<file path="src/rtl/icyc_pkg.sv">
package icyc_pkg;

    localparam int DATA_W  = 16;
    localparam int ADDR_W  = 12;
    localparam int OP_W    = 3;
    localparam int IND_BIT = DATA_W - 1;
    localparam int OP_LSB  = ADDR_W;
    localparam int OP_MSB  = ADDR_W + OP_W - 1;

    typedef logic [DATA_W-1:0] word_t;
    typedef logic [ADDR_W-1:0] addr_t;

    typedef enum logic [OP_W-1:0] {
        OP_LOAD  = 3'd0,
        OP_STORE = 3'd1,
        OP_ADD   = 3'd2,
        OP_JUMP  = 3'd3,
        OP_RETI  = 3'd4,
        OP_NOP5  = 3'd5,
        OP_NOP6  = 3'd6,
        OP_HALT  = 3'd7
    } op_e;

    typedef enum logic [3:0] {
        ST_F_ADR,
        ST_F_RD,
        ST_DEC,
        ST_I_RD,
        ST_EXE,
        ST_O_RD,
        ST_O_WR,
        ST_R_RD,
        ST_CHK,
        ST_INT_WR,
        ST_HALT
    } st_e;

    typedef struct packed {
        logic v;
        logic c;
        logic n;
        logic z;
    } flag_t;

    typedef struct packed {
        logic  ie;
        flag_t fl;
    } psw_t;

    function automatic op_e word_op(input word_t w);
        return op_e'(w[OP_MSB:OP_LSB]);
    endfunction

    function automatic logic word_ind(input word_t w);
        return w[IND_BIT];
    endfunction

    function automatic addr_t word_ea(input word_t w);
        return w[ADDR_W-1:0];
    endfunction

    function automatic logic op_has_ea(input op_e op);
        return (op == OP_LOAD) || (op == OP_STORE) || (op == OP_ADD) || (op == OP_JUMP);
    endfunction

endpackage

</file>
<file path="src/rtl/icyc_alu.sv">
module icyc_alu
    import icyc_pkg::*;
(
    input  word_t a,
    input  word_t b,
    output word_t sum,
    output flag_t flags
);
    logic [DATA_W:0] wide;

    always_comb begin
        wide    = {1'b0, a} + {1'b0, b};
        sum     = wide[DATA_W-1:0];
        flags.z = (wide[DATA_W-1:0] == '0);
        flags.n = wide[DATA_W-1];
        flags.c = wide[DATA_W];
        flags.v = (a[DATA_W-1] == b[DATA_W-1]) && (wide[DATA_W-1] != a[DATA_W-1]);
    end
endmodule

</file>
<file path="src/rtl/icyc_fsm.sv">
module icyc_fsm
    import icyc_pkg::*;
(
    input  logic  clk,
    input  logic  rst,
    input  logic  mem_ready,
    input  word_t mbr,
    input  op_e   ir_op,
    input  logic  irq_take,
    output st_e   state,
    output logic  mem_rd,
    output logic  mem_wr
);
    st_e st_q, st_d;

    always_comb begin
        st_d = st_q;
        case (st_q)
            ST_F_ADR:  st_d = ST_F_RD;
            ST_F_RD:   if (mem_ready) st_d = ST_DEC;
            ST_DEC:    st_d = (word_ind(mbr) && op_has_ea(word_op(mbr))) ? ST_I_RD : ST_EXE;
            ST_I_RD:   if (mem_ready) st_d = ST_EXE;
            ST_EXE: begin
                case (ir_op)
                    OP_LOAD, OP_ADD: st_d = ST_O_RD;
                    OP_STORE:        st_d = ST_O_WR;
                    OP_RETI:         st_d = ST_R_RD;
                    OP_HALT:         st_d = ST_HALT;
                    default:         st_d = ST_CHK;
                endcase
            end
            ST_O_RD, ST_O_WR, ST_R_RD: if (mem_ready) st_d = ST_CHK;
            ST_CHK:    st_d = irq_take ? ST_INT_WR : ST_F_ADR;
            ST_INT_WR: if (mem_ready) st_d = ST_F_ADR;
            ST_HALT:   st_d = ST_HALT;
            default:   st_d = ST_F_ADR;
        endcase
    end

    always_ff @(posedge clk) begin
        if (rst) st_q <= ST_F_ADR;
        else     st_q <= st_d;
    end

    always_comb begin
        mem_rd = (st_q == ST_F_RD) || (st_q == ST_I_RD) || (st_q == ST_O_RD) || (st_q == ST_R_RD);
        mem_wr = (st_q == ST_O_WR) || (st_q == ST_INT_WR);
    end

    assign state = st_q;

    AST_HALT_STAY: assert property (@(posedge clk) disable iff (rst)
        (st_q == ST_HALT) |=> (st_q == ST_HALT) && !mem_rd && !mem_wr);
    AST_RDWR_EXCL: assert property (@(posedge clk) disable iff (rst)
        !(mem_rd && mem_wr));
endmodule

</file>
<file path="src/rtl/icyc_dpath.sv">
module icyc_dpath
    import icyc_pkg::*;
#(
    parameter addr_t PC_RESET = 12'h000,
    parameter addr_t SP_RESET = 12'h0FF,
    parameter addr_t IRQ_VEC  = 12'h010,
    parameter bit    IE_RESET = 1'b1
) (
    input  logic  clk,
    input  logic  rst,
    input  st_e   state,
    input  logic  mem_ready,
    input  word_t mem_rdata,
    input  word_t alu_sum,
    input  flag_t alu_flags,
    output addr_t mar,
    output word_t mbr,
    output word_t ir,
    output addr_t pc,
    output word_t acc,
    output addr_t sp,
    output psw_t  psw
);
    localparam int PAD_W = DATA_W - ADDR_W;

    addr_t mar_q, pc_q, sp_q;
    word_t mbr_q, ir_q, acc_q;
    psw_t  psw_q;
    op_e   cur_op;

    assign cur_op = word_op(ir_q);

    always_ff @(posedge clk) begin
        if (rst) begin
            mar_q     <= '0;
            mbr_q     <= '0;
            ir_q      <= '0;
            acc_q     <= '0;
            pc_q      <= PC_RESET;
            sp_q      <= SP_RESET;
            psw_q.ie  <= IE_RESET;
            psw_q.fl  <= '0;
        end else begin
            case (state)
                ST_F_ADR: mar_q <= pc_q;
                ST_F_RD: begin
                    if (mem_ready) begin
                        mbr_q <= mem_rdata;
                        pc_q  <= pc_q + ADDR_W'(1);
                    end
                end
                ST_DEC: begin
                    ir_q <= mbr_q;
                    if (word_ind(mbr_q) && op_has_ea(word_op(mbr_q)))
                        mar_q <= word_ea(mbr_q);
                end
                ST_I_RD: if (mem_ready) mbr_q <= mem_rdata;
                ST_EXE: begin
                    case (cur_op)
                        OP_LOAD, OP_ADD: mar_q <= word_ea(mbr_q);
                        OP_STORE: begin
                            mar_q <= word_ea(mbr_q);
                            mbr_q <= acc_q;
                        end
                        OP_JUMP: pc_q <= word_ea(mbr_q);
                        OP_RETI: begin
                            sp_q  <= sp_q + ADDR_W'(1);
                            mar_q <= sp_q + ADDR_W'(1);
                        end
                        default: ;
                    endcase
                end
                ST_O_RD: begin
                    if (mem_ready) begin
                        if (cur_op == OP_LOAD) begin
                            acc_q <= mem_rdata;
                        end else begin
                            acc_q    <= alu_sum;
                            psw_q.fl <= alu_flags;
                        end
                    end
                end
                ST_R_RD: begin
                    if (mem_ready) begin
                        pc_q     <= word_ea(mem_rdata);
                        psw_q.ie <= 1'b1;
                    end
                end
                ST_CHK: begin
                    mbr_q <= {{PAD_W{1'b0}}, pc_q};
                    mar_q <= sp_q;
                end
                ST_INT_WR: begin
                    if (mem_ready) begin
                        pc_q     <= IRQ_VEC;
                        sp_q     <= sp_q - ADDR_W'(1);
                        psw_q.ie <= 1'b0;
                    end
                end
                default: ;
            endcase
        end
    end

    assign mar = mar_q;
    assign mbr = mbr_q;
    assign ir  = ir_q;
    assign pc  = pc_q;
    assign acc = acc_q;
    assign sp  = sp_q;
    assign psw = psw_q;
endmodule

</file>
<file path="src/rtl/icyc_ctrl.sv">
module icyc_ctrl
    import icyc_pkg::*;
#(
    parameter addr_t PC_RESET = 12'h000,
    parameter addr_t SP_RESET = 12'h0FF,
    parameter addr_t IRQ_VEC  = 12'h010,
    parameter bit    IE_RESET = 1'b1
) (
    input  logic              clk,
    input  logic              rst,
    output logic [ADDR_W-1:0] mem_addr,
    output logic [DATA_W-1:0] mem_wdata,
    input  logic [DATA_W-1:0] mem_rdata,
    output logic              mem_rd,
    output logic              mem_wr,
    input  logic              mem_ready,
    input  logic              irq,
    output logic [ADDR_W-1:0] pc,
    output logic [DATA_W-1:0] acc,
    output logic [4:0]        psw,
    output logic              halted
);
    st_e   state;
    addr_t mar, pc_w, sp;
    word_t mbr, ir, acc_w, alu_sum;
    psw_t  psw_w;
    flag_t alu_flags;
    logic  irq_take;

    assign irq_take = psw_w.ie && irq;

    icyc_fsm u_fsm (
        .clk       (clk),
        .rst       (rst),
        .mem_ready (mem_ready),
        .mbr       (mbr),
        .ir_op     (word_op(ir)),
        .irq_take  (irq_take),
        .state     (state),
        .mem_rd    (mem_rd),
        .mem_wr    (mem_wr)
    );

    icyc_alu u_alu (
        .a     (acc_w),
        .b     (mem_rdata),
        .sum   (alu_sum),
        .flags (alu_flags)
    );

    icyc_dpath #(
        .PC_RESET (PC_RESET),
        .SP_RESET (SP_RESET),
        .IRQ_VEC  (IRQ_VEC),
        .IE_RESET (IE_RESET)
    ) u_dpath (
        .clk       (clk),
        .rst       (rst),
        .state     (state),
        .mem_ready (mem_ready),
        .mem_rdata (mem_rdata),
        .alu_sum   (alu_sum),
        .alu_flags (alu_flags),
        .mar       (mar),
        .mbr       (mbr),
        .ir        (ir),
        .pc        (pc_w),
        .acc       (acc_w),
        .sp        (sp),
        .psw       (psw_w)
    );

    assign mem_addr  = mar;
    assign mem_wdata = mbr;
    assign pc        = pc_w;
    assign acc       = acc_w;
    assign psw       = psw_w;
    assign halted    = (state == ST_HALT);

    AST_RD_HOLD: assert property (@(posedge clk) disable iff (rst)
        (mem_rd && !mem_ready) |=> mem_rd && $stable(mem_addr));
    AST_WR_HOLD: assert property (@(posedge clk) disable iff (rst)
        (mem_wr && !mem_ready) |=> mem_wr && $stable(mem_addr) && $stable(mem_wdata));
    AST_PC_STEP: assert property (@(posedge clk) disable iff (rst)
        (state == ST_F_RD && mem_ready) |=> pc_w == $past(mem_addr) + ADDR_W'(1));
    AST_SAVE_AT_SP: assert property (@(posedge clk) disable iff (rst)
        (state == ST_INT_WR) |-> mem_addr == sp && mem_wdata[ADDR_W-1:0] == pc_w);
    AST_IE_CLEAR: assert property (@(posedge clk) disable iff (rst)
        (state == ST_INT_WR && mem_ready) |=> !psw_w.ie && pc_w == IRQ_VEC);
    AST_RETI_IE: assert property (@(posedge clk) disable iff (rst)
        (state == ST_R_RD && mem_ready) |=> psw_w.ie);
    AST_FLAGS_ADD_ONLY: assert property (@(posedge clk) disable iff (rst)
        !$stable(psw_w.fl) |-> $past(state) == ST_O_RD && $past(word_op(ir)) == OP_ADD);
endmodule

</file>
<file path="config.mk">
export PLATFORM = sky130hd
export DESIGN_NAME = icyc_ctrl
export DESIGN_NICKNAME = d
export VERILOG_FILES = /design/src/rtl/icyc_pkg.sv /design/src/rtl/icyc_alu.sv /design/src/rtl/icyc_fsm.sv /design/src/rtl/icyc_dpath.sv /design/src/rtl/icyc_ctrl.sv
export SDC_FILE = /design/constraint.sdc
export NUM_CORES = 1
export LEC_CHECK = 0
export ABC_AREA = 1
export CAP_MARGIN = 20
export CORE_MARGIN = 2
export CORE_UTILIZATION = 40
export CTS_BUF_LIST = sky130_fd_sc_hd__clkbuf_8
export CTS_CLUSTER_DIAMETER = 200
export DETAILED_ROUTE_END_ITERATION = 16
export PLACE_DENSITY = 0.61
export REMOVE_ABC_BUFFERS = 1
export SLEW_MARGIN = 20
export SYNTH_ARGS = -nofsm -noshare
export SYNTH_HDL_FRONTEND = slang
export SYNTH_SLANG_ARGS = --single-unit
</file>
<file path="constraint.sdc">
create_clock -name clk -period 3.3 [get_ports clk]
set_clock_uncertainty 0.1 [all_clocks]
set_input_delay 0.99 -clock clk [delete_from_list [all_inputs] [get_ports clk]]
set_output_delay 0.99 -clock clk [all_outputs]
set_load 0.05 [all_outputs]
</file>
======== Word level (Yosys, flattened, before mapping) ========
Cells that the tools add are included.
word-level totals
  latch bits .............................. 0
  logic and storage cells ................. 105
  register bits after elaboration ......... 92
  memory bits (writable) .................. 0
  memory bits (read-only) ................. 0
  output and inout bits ................... 64
  memories ................................ 0
  input port bits ......................... 20
operators by class
  $lt $le $gt $ge ......................... 0
  reduce and logical (&&, ||, !) cells .... 31
  mux-type cells .......................... 26
  shift-type cells ........................ 0
  divide/modulo/power cells ............... 0
  equal/unequal tests ..................... 31
  multiply operators ...................... 0
  bitwise gates (word level) .............. 1
  add/subtract/negate cells ............... 4
operators by type and width
  operator                                             number
  case mux 12 bit (4 select lines)                     2
  2-to-1 mux 12 bit                                    7
  2-to-1 mux 16 bit                                    3
  case mux 12 bit (2 select lines)                     2
  case mux 16 bit (3 select lines)                     1
  case mux 4 bit (9 select lines)                      1
  adder 12 x 1 -> 12 bit (second input constant)       2
  2-to-1 mux 4 bit                                     5
  adder 16 x 16 -> 17 bit                              1
  == test 4 x 3 -> 1 bit (second input constant)       4
  zero test 16 bit                                     1
  case mux 4 bit (4 select lines)                      1
  AND reduction 3 bit                                  5
  != test 2 bit (second input constant)                7
  == test 3 x 2 -> 1 bit (second input constant)       4
  == test 4 bit (second input constant)                3
  subtractor 12 x 1 -> 12 bit (second input constant)  1
  == test 4 x 2 -> 1 bit (second input constant)       2
  nonzero test 4 bit                                   2
  logical OR 1 bit                                     7
  == test 3 x 1 -> 1 bit (second input constant)       2
  == test 3 bit (second input constant)                2
  zero test 3 bit                                      2
  != test 2 x 1 -> 1 bit (second input constant)       3
  other kinds (17)                                     23

======== Logic depth before layout (Yosys ltp) ========
Gate-level depths: netlist of the first run.
  word-level depth ........................ 7
  gate-level depth with buffers ........... 15
  depth with buffers taken out ............ 15

======== Cells and area by module ========
Synthesis of the first run repeated with hierarchy kept, for this count alone.
second synthesis, totals
  cells, all modules ...................... 1070
  area total of the unflattened synthesis .. 6475.0 um^2
by module, submodules not included
  module      area each (um^2)  sequential area each (um^2)  times used  cells each
  icyc_dpath  4989.8            1781.7                       1           786
  icyc_alu    1068.5            0.0                          1           205
  icyc_fsm    387.9             80.1                         1           72
  icyc_ctrl   28.8              0.0                          1           7

======== Least setup slack after synthesis of the first run ========
No wires, ideal clock.
  kind .................................... reg-to-output
  start point ............................. register u_fsm.st_q[1] (netlist: u_fsm.state[1])
  end point ............................... output port mem_wr
  arrival ................................. 1.722 ns
  stages on the path, launching flop included .. 5
  data required time ...................... 2.210 ns
  buffers on the path ..................... 0
  path slack .............................. 0.488 ns
  cell sequence ........................... dfxtp_1 -> inv_1 -> nor2_1 -> inv_1 -> o21ai_0
between the ends
  word-level cells in the longest chain between the ends .. 2
  elaborated cells between the ends (all ways) .. 3
  those cells by class .................... 2 x eq/ne; 1 x reduce/logical
ends and longest elaborated chain
  element                                                         RTL line         text
  from (decl)                                                     icyc_fsm.sv:14   st_e st_q, st_d;
  from (signal assigned)                                          icyc_fsm.sv:42   else st_q <= st_d;
  == test 4 x 3 -> 1 bit / == test 4 bit (equally long branches)  icyc_fsm.sv:47   mem_wr = (st_q == ST_O_WR) || (st_q == ST_INT_WR);
  logical OR 1 bit *                                              icyc_fsm.sv:47
  to (decl)                                                       icyc_ctrl.sv:15  output logic mem_wr,
Mark *: on every way between the ends. The rest lies on a longest branch, timed or not.

======== Worst setup path after layout of the first run ========
  start point ............................. register u_fsm.st_q[0] (netlist: u_fsm.state[0])
  end point ............................... output port mem_wr
The elaborated chain is that of the path after synthesis.

==> impl_summary.txt, run 1 <==
----------------------------------------------------
[Yosys]
  Summed instance area of the synthesized netlist ... 5748 µm²
  Cell type with the largest total area after synthesis ... sky130_fd_sc_hd__dfxtp_1
  Top cell type's share of synthesized area ... 27.86%
  Post-synth ARST share ... 0%
  Top area cells in the synthesized netlist ... sky130_fd_sc_hd__dfxtp_1 28%, sky130_fd_sc_hd__nand2_1 16%, sky130_fd_sc_hd__inv_1 6.9%
  Mapped Cells ... 910
  Synth warn ... 0
  Count of distinct cell types in the synthesized netlist ... 46
  Number of enable flip-flop cells after synthesis ... 0
  Post-synth top cells ... 248 x sky130_fd_sc_hd__nand2_1, 105 x sky130_fd_sc_hd__inv_1, 80 x sky130_fd_sc_hd__dfxtp_1
  Synthesis-stage register bit count ... 80
  Post-Syn Area per Cell ... 6.316 µm²
  Main flop type after synthesis ... sky130_fd_sc_hd__dfxtp_1
  Seq/Total Area, Yosys ... 27.86%
  Leading cell type by number of instances after synthesis ... sky130_fd_sc_hd__nand2_1

[Global route]
  Number of antenna violations at the first check in global routing ... 0
  Largest net degree at the start of global routing ... 49
  Aggregate global-route resource usage ... 25.52%
  Aggregate global routing overflow ... 0
  Wire length of the first global-routing pass ... 30170 µm
  Via count of the first global-routing pass ... 5719

[Setup path]
  Category of the worst setup path launch point ... register
  Top cell family by delay on the critical path ... buffers and inverters
  Critical Path AT ... 1.87 ns
  Worst stage delay on the critical path ... 0.51 ns
  Largest fanout on the critical path ... 15
  Crit path buf inv count ... 3
  Worst setup path class ... register to output port
  CP Data Required Time ... 2.21 ns
  Source of the worst register-to-register timing path ... u_fsm.state[0]$_SDFFE_PP0P_
  Critical path endpoint category ... output port
  Cell with the largest stage delay on the worst path ... sky130_fd_sc_hd__dfxtp_1
  Start point of the critical path ... u_fsm.state[0]$_SDFFE_PP0P_
  Critical Path, Cell by Cell ... nand2_1 > nor2_2 > buf_4 > inv_2 > o21ai_0 > buf_12

[Power]
  Static Leakage ... 3.058 nW
  Total power divided by cell area ... 715.9 nW/µm²
  Fraction of power consumed by the clock network ... 13.7%
  Maximum ir drop on the vdd rail ... 0.0003423 V
  Power dissipated by switching net loads ... 0.002623 W
  Internal power summed over all cells ... 0.002382 W
  Sequential share of power ... 28.5%
  Switching part of the total power ... 52.40%
  Combinational share of power ... 57.8%

[Clock network]
  Number of sinks driven by the clock tree ... 80
  Insertion delay to the later sink of the worst-skew pair ... 0.38 ns
  CTS H-tree depth ... 3
  Root cell of the clock tree ... sky130_fd_sc_hd__clkbuf_8
  TritonCTS clock tree ... yes
  Number of buffers created by CTS ... 9
  CTS clk-pin slew, worst paths ... 0.08 ns
  Postcts setup bufs ... 0
  Hold bufs inserted after CTS ... 0
  Clock tree buffer depth ... 2
  Post-cts sizing count ... 0

[Layout]
  Fin nets ... 1031
  Number of diodes ... 0
  Proportion of layout cells with a drive suffix above 1 ... 6.935%
  Area added between synthesis and finish ... 21.62%
  Total non-filler cell area in the finished layout ... 6990 µm²
  Core utilization of the finished layout ... 50.17%
  Final cell count without fillers ... 1175

[Floorplanning]
  Count of standard-cell rows ... 43
  Die width ... 123.9 µm
  Floorplan die height ... 123.9 µm
  Die Outline Area ... 15350 µm²
  Placeable core region ... 13930 µm²
  I/O pin total ... 84
  Starting density of the core ... 41.25%

[Min path]
  Worst min-delay path class ... register to register
  Launch instance of the worst min-delay path ... u_dpath.psw[1]$_SDFFE_PP0P_

[Run]
  # Max-Cap Violations ... 0

[STA]
  Final critical delay including setup and external delays ... 2.955 ns
  Worst-case headroom to the max-slew limit ... 65.89%
  Final clock period utilization by the worst path ... 89.56%
  Endpoints failing setup ... 0
  Final-report max-slew violation count ... 0
  Setup repair after global routing missed its margin ... no
  Worst Max-Slew Pin Slew ... 0.5101 ns
  Timing-limited maximum frequency ... 0.3384 GHz
  Number of hold-slack violations in the final timing report ... 0

[Placement]
  IO Port Bufs ... 83
  Hpwl dp ... 14310 µm
  Final weighted congestion in routability-driven placement ... 0.9002
  Placed inst area ... 6815 µm²
  Cell count after placement ... 1160

[Drt]
  Via count ... 6248
  Final routed wire length divided by cell count ... 15.91 µm
  Final routed DRC violation total ... 0
  Average vias per placed instance ... 5.317
  Initial DRC Count ... 393
  DR pass1 iterations ... 5
  DRT Wirelength ... 18700 µm
  Number of routed nets with antenna violations ... 0

[Status]
  Result of the run ... finished, final reports clean

----------------------------------------------------
[layout make-up]
cell class	instances	area, µm²
fillers	1496	6944
inverters	117	441.7
repair buffers	105	1008
multi-input cells	678	3541
clock inverters	4	21.27
clock buffers	11	151.4
well taps	180	225.2
flip-flops and latches	80	1602
[layout by cell type (no fill, tap or decap), types with 4 or more instances in the layout]
cell type,count
sky130_fd_sc_hd__nand2_1,248
sky130_fd_sc_hd__inv_1,106
sky130_fd_sc_hd__clkdlybuf4s50_1,81
sky130_fd_sc_hd__dfxtp_1,80
sky130_fd_sc_hd__a21oi_1,76
sky130_fd_sc_hd__nor2_1,68
sky130_fd_sc_hd__o21ai_0,63
sky130_fd_sc_hd__nand3_1,59
sky130_fd_sc_hd__buf_4,22
sky130_fd_sc_hd__ha_1,19
sky130_fd_sc_hd__a31oi_1,15
sky130_fd_sc_hd__xor2_1,14
sky130_fd_sc_hd__o211ai_1,12
sky130_fd_sc_hd__o22ai_1,11
sky130_fd_sc_hd__clkbuf_8,11
sky130_fd_sc_hd__nand4_1,10
sky130_fd_sc_hd__inv_2,10
sky130_fd_sc_hd__nor3_1,9
sky130_fd_sc_hd__o221ai_1,9
sky130_fd_sc_hd__o21ai_1,8
sky130_fd_sc_hd__a41oi_1,7
sky130_fd_sc_hd__nand3b_1,6
sky130_fd_sc_hd__a221oi_2,5
sky130_fd_sc_hd__o21bai_1,4
sky130_fd_sc_hd__xnor2_1,4
sky130_fd_sc_hd__nor2_2,4
sky130_fd_sc_hd__a221oi_1,4
sky130_fd_sc_hd__or2_2,4
[final timing paths]
kind | cells past startpoint | slack, ns | to
max | 6 | 0.34 | mem_wr
min reg2reg | 2 | 0.37 | u_dpath.psw[1]$_SDFFE_PP0P_
max reg2reg | 8 | 0.97 | u_dpath.pc[6]$_SDFFE_PP0P_
min | 2 | 0.37 | u_dpath.psw[1]$_SDFFE_PP0P_
[tightest hold or removal path, delay by kind of cell, from the launching register on]
kind	cells	cell delay, ns
AOI/OAI and AO/OA	1	0.05
DFF	1	0.31
and+or+nand+nor	1	0.06
[flip-flops by register name, indices dropped and copies added (netlist names)]
signal       count
u_dpath.acc     16
u_dpath.ir       3
u_dpath.mar     12
u_dpath.mbr     16
u_dpath.pc      12
u_dpath.psw      5
u_dpath.sp      12
u_fsm.state      4
[through the flow]
step | setup TNS (ns) | total power [W] | worst slack (ns) | hold WS [ns]
after global routing | 0 | 0.005340 | 0.1530 | 0.3878
after detailed placement | -0.02458 | 0.004322 | -0.02458 | 0.3572
final | 0 | 0.005005 | 0.3446 | 0.3665
after floorplan | 0 | 0.003299 | 0.4875 | 0.3946
after CTS | 0 | 0.005010 | 0.09269 | 0.3694
after global placement | 0 | 0.004321 | 0.02020 | 0.3545
[power by group through the flow]
stage | sequential (W) | combinational, W | clock (W)
final | 0.00143 | 0.00289 | 0.000687
after global routing | 0.00145 | 0.00315 | 0.000736
after CTS | 0.00142 | 0.00289 | 0.000702
after detailed placement | 0.00144 | 0.00288 | 0
after global placement | 0.00144 | 0.00288 | 0
after floorplan | 0.00195 | 0.00135 | 0
[kinds of logic after synthesis]
logic type                 share of synthesized area (%)
AOI/OAI and AO/OA                                  23.05
xor gates and xnor gates                           2.743
and+or+nand+nor                                    31.32
buffers and inverters                              10.54
adders and majority gates                          4.484
DFF                                                27.86
[per-layer routing]
| metal | vias up | routed length, µm | track usage, % |
|---|---|---|---|
| li1 | 3220 | - | - |
| met1 | 2831 | 8599 | 34.25 |
| met2 | 177 | 8835 | 42.41 |
| met3 | 20 | 927 | 3.571 |
| met4 | 0 | 336 | 7.813 |
| met5 | - | 0 | 0 |
Note: power is estimated with default switching activity, not from simulation.
==> inputs of run 2 (changes only) <==
- GPL_ROUTABILITY_DRIVEN: unset -> 0
==> results of run 2 <==
The final DEF is identical to that of run 1; final timing and power are the same.
==> inputs of run 3 (changes only) <==
- CORE_MARGIN: 2 -> 4
- REMOVE_ABC_BUFFERS: 1 -> unset
- TNS_END_PERCENT: unset -> 100
==> run 3 against run 2 <==
Routed wire length is 9.1% higher; power is 4.3% higher; non-clock buffer count is 4 higher; sequential share of layout area is 0.21 points lower.
==> impl_summary.txt, run 3 (same netlist as run 1, synthesis figures left out) <==
----------------------------------------------------
[Layout]
  Number of diodes ... 0 (unchanged)
  Filler instances ... 1470 (-1.7%)
  Most common cell after layout, fill and taps aside ... sky130_fd_sc_hd__nand2_1
  Fin nets ... 1035 (+0.39%)
  Core utilization of the finished layout ... 50.44% (+0.27 points)
  Total non-filler cell area in the finished layout ... 7056 µm² (+0.93%)
  Proportion of layout cells with a drive suffix above 1 ... 7.400% (+0.47 points)
  Area of the multi-input gates ... 3541 µm² (unchanged)
  Area added between synthesis and finish ... 22.75%
  Commonest cells after routing, fill and taps aside ... 248 x sky130_fd_sc_hd__nand2_1, 106 x sky130_fd_sc_hd__inv_1, 81 x sky130_fd_sc_hd__clkdlybuf4s50_1
  Sequential standard cell area ... 1602 µm² (unchanged)

[Floorplanning]
  Die width ... 127.9 µm (+3.2%)
  Die Outline Area ... 16350 µm² (+6.6%)
  I/O pin total ... 84 (unchanged)
  Starting density of the core ... 41.09% (-0.16 points)
  Floorplan die height ... 127.9 µm (+3.2%)
  Count of standard-cell rows ... 43 (unchanged)
  Placeable core region ... 13990 µm² (+0.39%)

[Clock network]
  TritonCTS clock tree ... yes
  Postcts setup bufs ... 0 (unchanged)
  Clock tree buffer depth ... 2 (unchanged)
  Insertion delay to the later sink of the worst-skew pair ... 0.39 ns (about the same)
  Root cell of the clock tree ... sky130_fd_sc_hd__clkbuf_8
  Number of sinks driven by the clock tree ... 80 (unchanged)
  Number of buffers created by CTS ... 9 (unchanged)
  CTS H-tree depth ... 3 (unchanged)
  CTS clk-pin slew, worst paths ... 0.08 ns (about the same)

[Placement]
  IO Port Bufs ... 83 (unchanged)
  Placed inst area ... 6845 µm² (+0.44%)
  Hpwl dp ... 15380 µm (+7.4%)

[Setup path]
  Category of the worst setup path launch point ... register
  Critical Path AT ... 1.84 ns (-0.03 ns)
  Cell with the largest stage delay on the worst path ... sky130_fd_sc_hd__clkdlybuf4s50_1
  Worst setup path class ... register to output port
  Top cell family by delay on the critical path ... buffers and inverters
  CP Data Required Time ... 2.21 ns (about the same)
  Critical Path, Cell by Cell ... inv_1 > nor2_1 > clkdlybuf4s50_1
  Worst stage delay on the critical path ... 0.80 ns (+0.29 ns)
  Critical path endpoint category ... output port
  Largest fanout on the critical path ... 8 (-7)
  Crit path buf inv count ... 2 (-1)

[STA]
  Final clock period utilization by the worst path ... 88.68% (-0.88 points)
  Endpoints failing setup ... 0 (unchanged)
  Hold Worst Slack ... 0.3679 ns (+0.001341 ns)
  Worst-case headroom to the max-slew limit ... 59.43% (-6.5 points)
  Timing-limited maximum frequency ... 0.3417 GHz (+1.0%)
  Worst Max-Slew Pin Slew ... 0.6070 ns (+0.09694 ns)
  Final critical delay including setup and external delays ... 2.926 ns (-0.02914 ns)
  Final-report max-slew violation count ... 0 (unchanged)
  Setup repair after global routing missed its margin ... no
  Number of hold-slack violations in the final timing report ... 0 (unchanged)

[Power]
  Maximum ir drop on the vdd rail ... 0.0002811 V (-18%)
  Total power divided by cell area ... 740.0 nW/µm² (+3.4%)
  Static Leakage ... 3.082 nW (+0.78%)

[Drt]
  Final routed wire length divided by cell count ... 17.28 µm (+8.6%)
  Via count ... 6474 (+3.6%)
  Average vias per placed instance ... 5.486 (+3.2%)
  Number of routed nets with antenna violations ... 0 (unchanged)
  Final routed DRC violation total ... 0 (unchanged)
  DR pass1 iterations ... 5 (unchanged)
  DRT Wirelength ... 20390 µm (+9.1%)
  Initial DRC Count ... 670 (+70%)

[Status]
  Result of the run ... finished, final reports clean

[Global route]
  Number of antenna violations at the first check in global routing ... 0 (unchanged)
  Aggregate global-route resource usage ... 25.26% (-0.26 points)
  Via count of the first global-routing pass ... 6111 (+6.9%)
  Aggregate global routing overflow ... 0 (unchanged)
  Wire length of the first global-routing pass ... 32640 µm (+8.2%)
  Largest net degree at the start of global routing ... 49 (unchanged)

[Yosys]
  Syn nets ... 950

[Min path]
  Worst min-delay path class ... register to register

[Run]
  # Max-Cap Violations ... 0 (unchanged)

----------------------------------------------------
[run 3: layout make-up]
type / count / area share (%)
inverter: 117 / 6.260
timing repair buffer: 109 / 14.72
multi-input combinational: 678 / 50.19
clock buffer: 11 / 2.146
tap: 180 / 3.192
clock inverter: 5 / 0.7980
sequential: 80 / 22.70
[run 3: worst paths after layout]
check,startpoint,endpoint,slack [ns],cells past startpoint
hold reg to reg,u_dpath.mar[3]$_SDFFE_PP0P_,u_dpath.mar[3]$_SDFFE_PP0P_,0.37,2
setup / recovery,u_fsm.state[0]$_SDFFE_PP0P_,mem_rd,0.37,3
hold / removal,u_dpath.mar[3]$_SDFFE_PP0P_,u_dpath.mar[3]$_SDFFE_PP0P_,0.37,2
setup reg to reg,u_fsm.state[0]$_SDFFE_PP0P_,u_dpath.sp[11]$_SDFFE_PP0P_,0.76,11
[run 3: timing repair]
| action | in CTS | in global routing |
|---|---|---|
| setup endpoints to repair | 0 | 1 |
| resized for setup | 0 | 1 |
| hold buffers | 0 | 0 |
[run 3: through the flow]
stage                TNS [ns]  instances  worst slack [ns]  total power, W
finish                      0       1180            0.3737        0.005221
global route                0       1180           0.08450        0.005539
CTS                         0       1180           0.08371        0.005205
detailed placement  -0.008570       1164         -0.008570        0.004406
global placement            0       1164           0.06766        0.004410
floorplan                   0        910            0.4878        0.003444
[run 3: report_power, final]
group / internal (W) / switching [W]
sequential: 0.00118 / 0.000245
combinational: 0.000919 / 0.00208
clock: 0.000388 / 0.000411
total: 0.00249 / 0.00274
[run 3: worst register-to-register path: cells and delay by family (launching register included)]
kind                   cells  cell delay (ns)
AO/OA/AOI/OAI              2             0.29
flip-flops                 1             0.40
buffers and inverters      5             0.71
AND/OR/NAND/NOR            4             0.99
[run 3: metal layers]
layer  track usage (%)  routed length [µm]  vias up
met1             33.77                9146     2973
met2             40.51                9397      253
met3             5.250                1420       28
met4             8.739                 430        0
li1                  -                   -     3220
met5                 0                   0        -
